$ cat src/rtl/sad_pkg.sv
package sad_pkg;

   // Flag positions inside the strap word; a neighbouring block decodes them.
   localparam int unsigned FLAG_BUS16  = 0;
   localparam int unsigned FLAG_DIRECT = 1;
   localparam int unsigned FLAG_M68K   = 2;
   localparam int unsigned FLAG_SWAP   = 3;
   localparam int unsigned NUM_FLAGS   = 4;

   typedef struct packed {
      logic swap;
      logic m68k;
      logic direct;
      logic bus16;
   } mode_t;

   function automatic mode_t unpack_mode(input logic [NUM_FLAGS-1:0] raw);
      mode_t m;
      m.bus16  = raw[FLAG_BUS16];
      m.direct = raw[FLAG_DIRECT];
      m.m68k   = raw[FLAG_M68K];
      m.swap   = raw[FLAG_SWAP];
      return m;
   endfunction

endpackage

$ cat src/rtl/sad_strap_latch.sv
module sad_strap_latch #(
   parameter int unsigned WIDTH = 16
) (
   input  logic             clk,
   input  logic             rst,
   input  logic [WIDTH-1:0] pins_i,
   output logic [WIDTH-1:0] word_o
);

   generate
      if (WIDTH < 1) begin : g_bad_width
         $error("sad_strap_latch: WIDTH must be at least 1");
      end
   endgenerate

   // Track the pins throughout reset; the last sample before release is kept.
   always_ff @(posedge clk) begin
      if (rst) begin
         word_o <= pins_i;
      end
   end

   a_r1_hold_after_reset: assert property (
      @(posedge clk) disable iff (rst) 1'b1 |=> $stable(word_o)
   );

endmodule

$ cat src/rtl/sad_io_decode.sv
module sad_io_decode #(
   parameter int unsigned CMP_W = 9,
   parameter int unsigned OFS_W = 3
) (
   input  logic             clk,
   input  logic             rst,
   input  logic             direct_i,
   input  logic [CMP_W-1:0] base_i,
   input  logic [CMP_W-1:0] field_i,
   input  logic             a0_i,
   input  logic             cs_n_i,
   output logic             sel_o,
   output logic [OFS_W-1:0] ofs_o,
   output logic             port_o
);

   localparam int unsigned        HI_W     = CMP_W - OFS_W;
   localparam logic [CMP_W-1:0]   HI_MASK  = {{HI_W{1'b1}}, {OFS_W{1'b0}}};

   generate
      if (OFS_W >= CMP_W) begin : g_bad_ofs
         $error("sad_io_decode: OFS_W must be below CMP_W");
      end
   endgenerate

   logic match_full;
   logic match_high;
   logic match;

   always_comb begin
      match_full = (field_i == base_i);
      match_high = ((field_i & HI_MASK) == (base_i & HI_MASK));
      match      = direct_i ? match_high : match_full;
      sel_o      = !rst && !cs_n_i && match;
      ofs_o      = direct_i ? field_i[OFS_W-1:0] : '0;
      port_o     = direct_i ? 1'b0 : a0_i;
   end

   a_r6_sel_needs_cs: assert property (
      @(posedge clk) disable iff (rst) sel_o |-> !cs_n_i
   );

   a_r6_index_full_match: assert property (
      @(posedge clk) disable iff (rst) (sel_o && !direct_i) |-> (field_i == base_i)
   );

   a_r7_offset_only_direct: assert property (
      @(posedge clk) disable iff (rst) !direct_i |-> (ofs_o == '0)
   );

   a_r7_port_only_index: assert property (
      @(posedge clk) disable iff (rst) direct_i |-> !port_o
   );

endmodule

$ cat src/rtl/sad_mem_decode.sv
module sad_mem_decode #(
   parameter int unsigned CMP_W = 3
) (
   input  logic             clk,
   input  logic             rst,
   input  logic [CMP_W-1:0] base_i,
   input  logic [CMP_W-1:0] field_i,
   input  logic             cs_n_i,
   output logic             sel_o
);

   generate
      if (CMP_W < 1) begin : g_bad_cmp
         $error("sad_mem_decode: CMP_W must be at least 1");
      end
   endgenerate

   always_comb begin
      sel_o = !rst && !cs_n_i && (field_i == base_i);
   end

   a_r8_sel_needs_cs: assert property (
      @(posedge clk) disable iff (rst) sel_o |-> !cs_n_i
   );

   a_r8_sel_needs_match: assert property (
      @(posedge clk) disable iff (rst) sel_o |-> (field_i == base_i)
   );

endmodule

$ cat src/rtl/sad_byte_lane.sv
module sad_byte_lane #(
   parameter int unsigned DATA_W = 16
) (
   input  logic              swap_en_i,
   input  logic [DATA_W-1:0] data_i,
   output logic [DATA_W-1:0] data_o
);

   localparam int unsigned NUM_BYTES = DATA_W / 8;

   generate
      if ((DATA_W % 8) != 0 || NUM_BYTES < 2) begin : g_bad_width
         $error("sad_byte_lane: DATA_W must be a multiple of 8, at least 16");
      end
   endgenerate

   // Byte k of the output takes byte (NUM_BYTES-1-k) when swapping.
   for (genvar k = 0; k < NUM_BYTES; k++) begin : g_lane
      always_comb begin
         data_o[k*8 +: 8] = swap_en_i ? data_i[(NUM_BYTES-1-k)*8 +: 8]
                                      : data_i[k*8 +: 8];
      end
   end

endmodule

$ cat src/rtl/strap_addr_decoder.sv
module strap_addr_decoder #(
   parameter int unsigned ADDR_W   = 20,
   parameter int unsigned IO_LSB   = 1,
   parameter int unsigned IO_W     = 9,
   parameter int unsigned MEM_W    = 3,
   parameter int unsigned OFS_W    = 3,
   parameter int unsigned DATA_W   = 16
) (
   input  logic              clk,
   input  logic              rst,
   input  logic [DATA_W-1:0] strap_i,
   input  logic [ADDR_W-1:0] haddr_i,
   input  logic              iocs_n,
   input  logic              memcs_n,
   input  logic [DATA_W-1:0] hdata_i,
   output logic              mode_bus16,
   output logic              mode_direct,
   output logic              mode_m68k,
   output logic              mode_swap,
   output logic              io_sel,
   output logic [OFS_W-1:0]  io_reg_ofs,
   output logic              io_data_port,
   output logic              mem_sel,
   output logic [DATA_W-1:0] hdata_o
);

   import sad_pkg::*;

   localparam int unsigned STRAP_W  = NUM_FLAGS + IO_W + MEM_W;
   localparam int unsigned IO_BLSB  = NUM_FLAGS;
   localparam int unsigned MEM_BLSB = NUM_FLAGS + IO_W;
   localparam int unsigned MEM_ALSB = ADDR_W - MEM_W;
   localparam int unsigned GAP_LSB  = IO_LSB + IO_W;
   localparam int unsigned GAP_W    = MEM_ALSB - GAP_LSB;

   generate
      if (STRAP_W != DATA_W) begin : g_bad_strap
         $error("strap_addr_decoder: flag, I/O and memory fields must fill the data pins");
      end
      if (IO_LSB != 1) begin : g_bad_lsb
         $error("strap_addr_decoder: I/O compare must start at address bit 1");
      end
      if (GAP_LSB > MEM_ALSB) begin : g_bad_overlap
         $error("strap_addr_decoder: I/O and memory compare fields overlap");
      end
   endgenerate

   logic [STRAP_W-1:0] strap_q;
   mode_t              mode;

   sad_strap_latch #(.WIDTH(STRAP_W)) i_latch (
      .clk    (clk),
      .rst    (rst),
      .pins_i (strap_i),
      .word_o (strap_q)
   );

   always_comb begin
      mode        = unpack_mode(strap_q[NUM_FLAGS-1:0]);
      mode_bus16  = mode.bus16;
      mode_direct = mode.direct;
      mode_m68k   = mode.m68k;
      mode_swap   = mode.swap;
   end

   sad_io_decode #(.CMP_W(IO_W), .OFS_W(OFS_W)) i_io (
      .clk      (clk),
      .rst      (rst),
      .direct_i (mode.direct),
      .base_i   (strap_q[IO_BLSB +: IO_W]),
      .field_i  (haddr_i[IO_LSB +: IO_W]),
      .a0_i     (haddr_i[0]),
      .cs_n_i   (iocs_n),
      .sel_o    (io_sel),
      .ofs_o    (io_reg_ofs),
      .port_o   (io_data_port)
   );

   sad_mem_decode #(.CMP_W(MEM_W)) i_mem (
      .clk     (clk),
      .rst     (rst),
      .base_i  (strap_q[MEM_BLSB +: MEM_W]),
      .field_i (haddr_i[MEM_ALSB +: MEM_W]),
      .cs_n_i  (memcs_n),
      .sel_o   (mem_sel)
   );

   logic swap_en;
   always_comb swap_en = mode.bus16 && mode.swap;

   sad_byte_lane #(.DATA_W(DATA_W)) i_lane (
      .swap_en_i (swap_en),
      .data_i    (hdata_i),
      .data_o    (hdata_o)
   );

   generate
      if (GAP_W > 0) begin : g_gap
         logic unused_addr_gap;
         assign unused_addr_gap = ^haddr_i[GAP_LSB +: GAP_W];
      end
   endgenerate

   always_ff @(posedge clk) begin
      if (rst) begin
         a_r9_idle_in_reset: assert (!io_sel && !mem_sel);
      end
   end

   a_r10_no_swap_passthru: assert property (
      @(posedge clk) disable iff (rst) !(mode_bus16 && mode_swap) |-> (hdata_o == hdata_i)
   );

   a_r10_swap_reverses: assert property (
      @(posedge clk) disable iff (rst)
         (mode_bus16 && mode_swap) |-> (hdata_o[7:0] == hdata_i[DATA_W-1 -: 8])
   );

endmodule

$ cat config.mk
export PLATFORM = sky130hd
export DESIGN_NAME = strap_addr_decoder
export DESIGN_NICKNAME = d
export VERILOG_FILES = /design/src/rtl/sad_pkg.sv /design/src/rtl/sad_strap_latch.sv /design/src/rtl/sad_io_decode.sv /design/src/rtl/sad_mem_decode.sv /design/src/rtl/sad_byte_lane.sv /design/src/rtl/strap_addr_decoder.sv
export SDC_FILE = /design/constraint.sdc
export NUM_CORES = 1
export LEC_CHECK = 0
export BUFFER_PORTS_ARGS = -buffer_cell sky130_fd_sc_hd__clkbuf_2
export CAP_MARGIN = 15
export CORE_UTILIZATION = 36
export DETAILED_ROUTE_END_ITERATION = 12
export PLACE_DENSITY = 0.78
export SYNTH_ARGS = -nofsm -noshare
export SYNTH_HDL_FRONTEND = slang
export SYNTH_SLANG_ARGS = --single-unit
export TNS_END_PERCENT = 5
$ cat constraint.sdc
create_clock -name clk -period 1.4 [get_ports clk]
set_input_delay 0.14 -clock clk [delete_from_list [all_inputs] [get_ports clk]]
set_output_delay 0.14 -clock clk [all_outputs]
set_load 0.01 [all_outputs]
# Yosys cells after proc, flatten, opt, wreduce, memory -nomap -nowiden
# Cells that the tools add are included.
[word_totals]
ff_bits = 16
in_bits = 56
[classes]
eq_ne = 3
n_mux = 5
n_reduce_logical = 8
[op_table]
columns = ["cell", "n"]
rows = [
  ["2-to-1 mux 8 bit", 2],
  ["== test 9 bit", 1],
  ["== test 6 bit", 1],
  ["logical AND 1 bit", 5],
  ["== test 3 bit", 1],
  ["logical NOT 1 bit", 3],
  ["2-to-1 mux 3 bit", 1],
  ["2-to-1 mux 1 bit", 2],
]

# Longest topological paths before layout
# Gate-level depths: netlist of the first run.
[depth]
depth_word = 3
ltp_mapped = 3
ltp_nobuf = 3

# Modules after synthesis
# A second synthesis of the first run with hierarchy kept.
[hier_totals]
hier_cells = 58
area_unflattened_um2 = 917.1
[modules_own_cells]
columns = ["module", "instances", "cells_each", "area_per_inst_um2"]
rows = [
  ["sad_strap_latch", 1, 16, 480.5],
  ["sad_byte_lane", 1, 18, 249.0],
  ["sad_io_decode", 1, 18, 142.6],
  ["sad_mem_decode", 1, 5, 38.8],
  ["strap_addr_decoder", 1, 1, 6.3],
]

# Worst setup path after synthesis of the first run
# OpenSTA, ideal clock, no wires.
[synth_path]
kind = "register to output"
startpoint = "register i_latch.word_o[0]"
endpoint = "output port hdata_o[10]"
arrival_time_ns = 1.056
required_time_ns = 1.260
slack_ns = 0.204
path_stages_with_launch = 4
cell_sequence = "edfxtp_1 nand2_4 buf_12 mux2_4"
[synth_between]
elab_chain_len = 2
[synth_lines]
columns = ["element", "line_no", "source"]
rows = [
  ["from (decl)", "sad_strap_latch.sv:7", "output logic [WIDTH-1:0] word_o"],
  ["from (signal assigned)", "sad_strap_latch.sv:19", "word_o <= pins_i;"],
  ["logical AND 1 bit", "strap_addr_decoder.sv:89", "always_comb swap_en = mode.bus16 && mode.swap;"],
  ["2-to-1 mux 8 bit", "sad_byte_lane.sv:20", "data_o[k*8 +: 8] = swap_en_i ? data_i[(NUM_BYTES-1-k)*8 +: 8]"],
  ["to (decl)", "strap_addr_decoder.sv:24", "output logic [DATA_W-1:0] hdata_o"],
]
# Every way passes these cells.

# Final worst setup path of the first run
[layout_path]
startpoint = "register i_latch.word_o[0]"
endpoint = "output port hdata_o[11]"
# Same word-level chain as after synthesis.

==> flow_summary.json, run 1 <==
{
  "routed_wl_mm": 1.866,
  "largest-register": "i_latch.word_o",
  "synthCells": 57,
  "start_util": 0.3936,
  "fin_cells": 163,
  "syn_area_um2": 895.9,
  "ctsHoldBuffers": 0,
  "vias_per_cell": 4.669,
  "clkPwrFrac": 0.198,
  "gp_congestion": 0.6557,
  "avgSynthCellArea_um2": 15.72,
  "drv_cap": 0,
  "htree_num_levels": 1,
  "dp.cells": 159,
  "clockBufferDepth": 2,
  "drt_iter0_markers": 3,
  "outcome": "finished with violations",
  "postCtsSetupRepairBufs": 0,
  "p_int_w": 0.0008630,
  "report.final.slew_viol_count": 0,
  "final_util": 0.5965,
  "rsz0062_at_grt": "true",
  "min_period_over_period": 1.125,
  "hold_viol": 0,
  "port_buffers": 74,
  "power.leakage_nw": 0.6905,
  "comb_power_share": 0.285,
  "setup-violations-final": 18,
  "tightest_slew_ns": 0.2381,
  "violations": "negative setup slack",
  "grt.total_usage": 0.1460,
  "hp-class": "input pin to flip-flop",
  "reg_top3": "i_latch.word_o: 16 flops",
  "antenna_found_initial": 0,
  "die_y_um": 51.89,
  "drt.antenna.violating_nets": 0,
  "drt_first_pass_iters": 2,
  "remaining_drc_errors": 0,
  "synth_fp_nets": 113,
  "largest_register_ffs": 16,
  "dpl_cell_area_um2": 1289,
  "area_growth_pct": 51.54,
  "dieArea_um2": 2692,
  "power_switching_w": 0.0002865,
  "clk_pin_slew_ns": 0.08,
  "nFillCells": 181,
  "worstSetupPathType": "flip-flop to output pin",
  "seq_power_share": 0.517,
  "sw_frac_of_total": 0.2492,
  "ys_types": 16,
  "cp-start-kind": "flip-flop",
  "critical_path.max_fanout": 8,
  "peakVddDrop_mv": 0.5695,
  "power_density_nw_per_um2": 846.7,
  "arrival_ns": 1.44,
  "diodes": 0,
  "max_freq_mhz": 634.8,
  "yosysWarnings": 0,
  "cts_tree": "done",
  "die_w_um": 51.89,
  "yosysSeqAreaShare": 0.5363,
  "slew_headroom": 0.8412,
  "p_total_w": 0.001149,
  "ys_seq_elements": 16,
  "cts_made_buffers": 3,
  "fin_area_um2": 1358,
  "grt_remaining_overflow": 0,
  "grt_start_max_net_pins": 11,
  "cts_sinks": 16,
  "nets": 193,
  "clock-root-buffer": "clkbuf_4",
  "finalCriticalPeriod_ns": 1.575,
  "crit_required_ns": 1.26,
  "grt_pass1_wl_mm": 2.835,
  "rows": 17,
  "setup_slack_ns": -0.1753,
  "drive_above_1_share": 0.7185,
  "grt_pass1_vias": 736,
  "end_kind": "output pin",
  "route.vias.total": 761,
  "wl_per_cell_um": 11.45,
  "core-area_um2": 2276,
  "io_pins": 82
}
## Yosys cell counts
library cell  number  area share
nand4_1            1      0.0070
xor2_1             1      0.0098
mux2_4            10        0.17
nand3_1            1      0.0056
edfxtp_1          16        0.54
nor3_1             1      0.0056
nor2_1             1      0.0042
nor2b_1            1      0.0070
mux2_2             6       0.075
buf_12             1       0.022
and2_1             3       0.021
nand2_1            1      0.0042
xnor2_1           11        0.11
a31oi_1            1      0.0070
nand2_4            1       0.013
nor4_1             1      0.0070
## layout make-up
cell class | count | area [µm²] | share of cell area
timing repair buffer | 75 | 384.1 | 0.2829
clock buffer | 3 | 22.52 | 0.01659
multi-input combinational | 41 | 435.4 | 0.3207
tap | 28 | 35.03 | 0.02581
sequential | 16 | 480.5 | 0.3539
## metal layers
metal  wire (µm)  track usage
met1         622       0.1269
met2         995       0.2885
met3         193      0.03801
met4          54      0.08559
met5           0            0
## power by group through the flow
| stage | Combinational (W) | Clock (W) | Sequential, W |
|---|---|---|---|
| 2_1_floorplan | 0.000167 | 0 | 0.000603 |
| 3_3_place_gp | 0.000301 | 0 | 0.000599 |
| 3_5_place_dp | 0.000310 | 0 | 0.000601 |
| 4_1_cts | 0.000327 | 0.000239 | 0.000595 |
| 5_1_grt | 0.000354 | 0.000249 | 0.000599 |
| 6_report | 0.000328 | 0.000228 | 0.000594 |
## timing repair
item / CTS / global route
setup endpoints to repair: 18 / 18
cloned: 1 / 0
pin swaps: 1 / 2
resized for setup: 7 / 5
## logic make-up (layout without fill, tap and decap cells)
group	Yosys count	count (layout)	share of synthesized area
xor+xnor	12	12	0.1173
compound gates	1	1	0.006988
simple gates	11	12	0.07402
mux	16	16	0.2430
buf+inv	1	78	0.02235
flops	16	16	0.5363
## path summary, 6_finish.rpt
check,startpoint,endpoint,slack [ns],depth (start not counted)
worst max-delay path,i_latch.word_o[0],hdata_o[11],-0.18,3
worst min-delay path,strap_i[10],i_latch.word_o[10],0.03,1
## worst max-delay path, cell delays in order (launching register included)
cell	delay (ns)
edfxtp_1	0.49
nand2_4	0.21
mux2_4	0.33
buf_6	0.12
## placed cells by master (no fill, tap or decap), drive strengths merged
| cell type | synthesis | final |
|---|---|---|
| nor2b | 1 | 1 |
| clkbuf | 0 | 74 |
| buf | 1 | 4 |
| nor2 | 1 | 1 |
| nand3 | 1 | 1 |
| edfxtp | 16 | 16 |
| mux2 | 16 | 16 |
| nand2 | 2 | 3 |
| xor2 | 1 | 1 |
| a31oi | 1 | 1 |
| xnor2 | 11 | 11 |
| and2 | 3 | 3 |
| nand4 | 1 | 1 |
| nor3 | 1 | 1 |
| nor4 | 1 | 1 |
## stage by stage
| step | TNS [ns] | setup slack, ns | hold slack (ns) |
|---|---|---|---|
| after global routing | -3.537 | -0.2161 | 0.01340 |
| after floorplan | 0 | 0.2039 | 0.2389 |
| after CTS | -3.030 | -0.1958 | 0.01616 |
| after detailed placement | 0 | 0.09413 | 0.3186 |
| final | -2.628 | -0.1753 | 0.02737 |
| after global placement | 0 | 0.1258 | 0.3175 |
No activity file was read; power rests on OpenSTA's default activity.
==> run 2, diff against run 1 <==
--- a/config.mk
+++ b/config.mk
@@ -8,6 +8,7 @@
 export BUFFER_PORTS_ARGS = -buffer_cell sky130_fd_sc_hd__clkbuf_2
 export CAP_MARGIN = 15
 export CORE_UTILIZATION = 36
+export CTS_CLUSTER_DIAMETER = 100
 export DETAILED_ROUTE_END_ITERATION = 12
 export PLACE_DENSITY = 0.78
 export SYNTH_ARGS = -nofsm -noshare
==> constraint.sdc (replaced) <==
create_clock -name clk -period 1.8 [get_ports clk]
set_input_delay 0.18 -clock clk [delete_from_list [all_inputs] [get_ports clk]]
set_output_delay 0.18 -clock clk [all_outputs]
set_load 0.01 [all_outputs]
==> run 2 against run 1 <==
Effect of this change: the flow now finishes without violations; worst setup slack better by 0.34 ns; first-iteration DRC count up 100%; design area down 3.1%; largest power group unchanged.
==> flow_summary.json, run 2 (synthesis gave the netlist of run 1 again) <==
{
  "outcome": "complete, no violations",
  "hold_viol": 0,
  "route.vias.total": 753,
  "dp.cells": 159,
  "rows": 17,
  "hold_path_end": "i_latch.word_o[12]",
  "nFillCells": 203,
  "dpl_cell_area_um2": 1289,
  "clock-root-buffer": "clkbuf_4",
  "drv_cap": 0,
  "antenna_found_initial": 0,
  "clkPwrFrac": 0.207,
  "grt_start_max_net_pins": 17,
  "diodes": 0,
  "htree_num_levels": 1,
  "critPathTopFamily": "flip-flops",
  "sw_frac_of_total": 0.2484,
  "remaining_drc_errors": 0,
  "vias_per_cell": 4.620,
  "finalCriticalPeriod_ns": 1.634,
  "wl_met2_mm": 1.089,
  "min_period_over_period": 0.9077,
  "grt_pass1_vias": 745,
  "comb_power_share": 0.273,
  "die_y_um": 51.89,
  "tightest_slew_ns": 0.2573,
  "setup-violations-final": 0,
  "seq_power_share": 0.521,
  "grt_remaining_overflow": 0,
  "path_buf_inv": 1,
  "gp_congestion": 0.6430,
  "wl_per_cell_um": 11.50,
  "die_w_um": 51.89,
  "drive_above_1_share": 0.7037,
  "cts_made_buffers": 3,
  "fin_cells": 163,
  "core-area_um2": 2276,
  "port_buffers": 74,
  "drt_iter0_markers": 6,
  "min_from": "strap_i[12]",
  "end_kind": "output pin",
  "mostFrequentLayoutCell": "clkbuf_2",
  "p_total_w": 0.0008817,
  "power.leakage_nw": 0.6519,
  "cts_sinks": 16,
  "worstSetupPathType": "flip-flop to output pin",
  "power_switching_w": 0.0002190,
  "finalSetupTns_ns": 0,
  "routed.top_layer": "met4",
  "nets": 192,
  "drt.antenna.violating_nets": 0,
  "clockBufferDepth": 2,
  "wl_met1_um": 576,
  "slowest_delay_ns": 0.43,
  "layout_common_cells": "74 x clkbuf_2, 16 x edfxtp_1, 11 x xnor2_1, 10 x mux2_4, 6 x mux2_2",
  "hp-class": "input pin to flip-flop",
  "max_freq_mhz": 612.0,
  "cts.repair.resized": 0,
  "fin_area_um2": 1315,
  "grt.total_usage": 0.1505,
  "slew_headroom": 0.8283,
  "dp_hpwl_mm": 1.653,
  "start_util": 0.3936,
  "clk_pin_slew_ns": 0.09,
  "dieArea_um2": 2692,
  "crit_required_ns": 1.62,
  "area_growth_pct": 46.79,
  "grt_pass1_wl_mm": 2.842,
  "cts_tree": "done",
  "largest-register": "i_latch.word_o",
  "peakVddDrop_mv": 0.5410,
  "ctsHoldBuffers": 0,
  "critical_path.cell_chain": "nand2_4 > mux2_2 > clkbuf_2",
  "report.final.slew_viol_count": 0,
  "p_int_w": 0.0006626,
  "postCtsSetupRepairBufs": 0,
  "drt_first_pass_iters": 4,
  "arrival_ns": 1.45,
  "wl_met3_um": 176,
  "cp-start-kind": "flip-flop",
  "routed_wl_mm": 1.875,
  "critical_path.max_fanout": 16,
  "power_density_nw_per_um2": 670.5,
  "rsz0062_at_grt": "false",
  "io_pins": 82,
  "largest_register_ffs": 16,
  "reg_top3": "i_latch.word_o: 16 flops",
  "min_path_cells": 1,
  "final_util": 0.5778,
  "crit_slowest_cell": "edfxtp_1"
}
-- run 2: layout make-up --
type / count / area, µm² / share of cell area
repair buffers: 75 / 377.9 / 0.2873
flip-flops and latches: 16 / 480.5 / 0.3654
multi-input cells: 40 / 395.4 / 0.3007
clock buffers: 3 / 22.52 / 0.01713
clock inverters: 1 / 3.754 / 0.002854
well taps: 28 / 35.03 / 0.02664
-- run 2: power groups by stage --
stage          Sequential [W]  Combinational, W  Clock (W)
2_1_floorplan        0.000469          0.000130          0
3_5_place_dp         0.000468          0.000243          0
3_3_place_gp         0.000466          0.000234          0
6_report             0.000459          0.000241   0.000182
4_1_cts              0.000460          0.000244   0.000189
5_1_grt              0.000464          0.000262   0.000200
-- run 2: stage by stage --
step                      worst slack (ns)  hold slack [ns]
after CTS                           0.1475          0.06126
final                               0.1661          0.07120
after global placement              0.4854           0.3576
after floorplan                     0.5639           0.2789
after global routing               0.09083          0.05005
after detailed placement            0.4650           0.3589
-- run 2: how the worst max path moves through the flow --
stage                 startpoint          end  slack [ns]  cells after the start
5_1_grt        i_latch.word_o[0]  hdata_o[14]        0.09                      3
6_report       i_latch.word_o[0]  hdata_o[13]        0.17                      3
4_1_cts        i_latch.word_o[0]  hdata_o[12]        0.15                      3
3_3_place_gp   i_latch.word_o[0]  hdata_o[12]        0.49                      3
2_1_floorplan  i_latch.word_o[0]  hdata_o[10]        0.56                      3
3_5_place_dp   i_latch.word_o[0]  hdata_o[12]        0.46                      3
-- run 2: layer usage --
metal	GRT usage	vias to the layer above
met1	0.1199	337
met5	0	-
met3	0.03801	4
met4	0.1306	0
li1	-	367
met2	0.2906	45
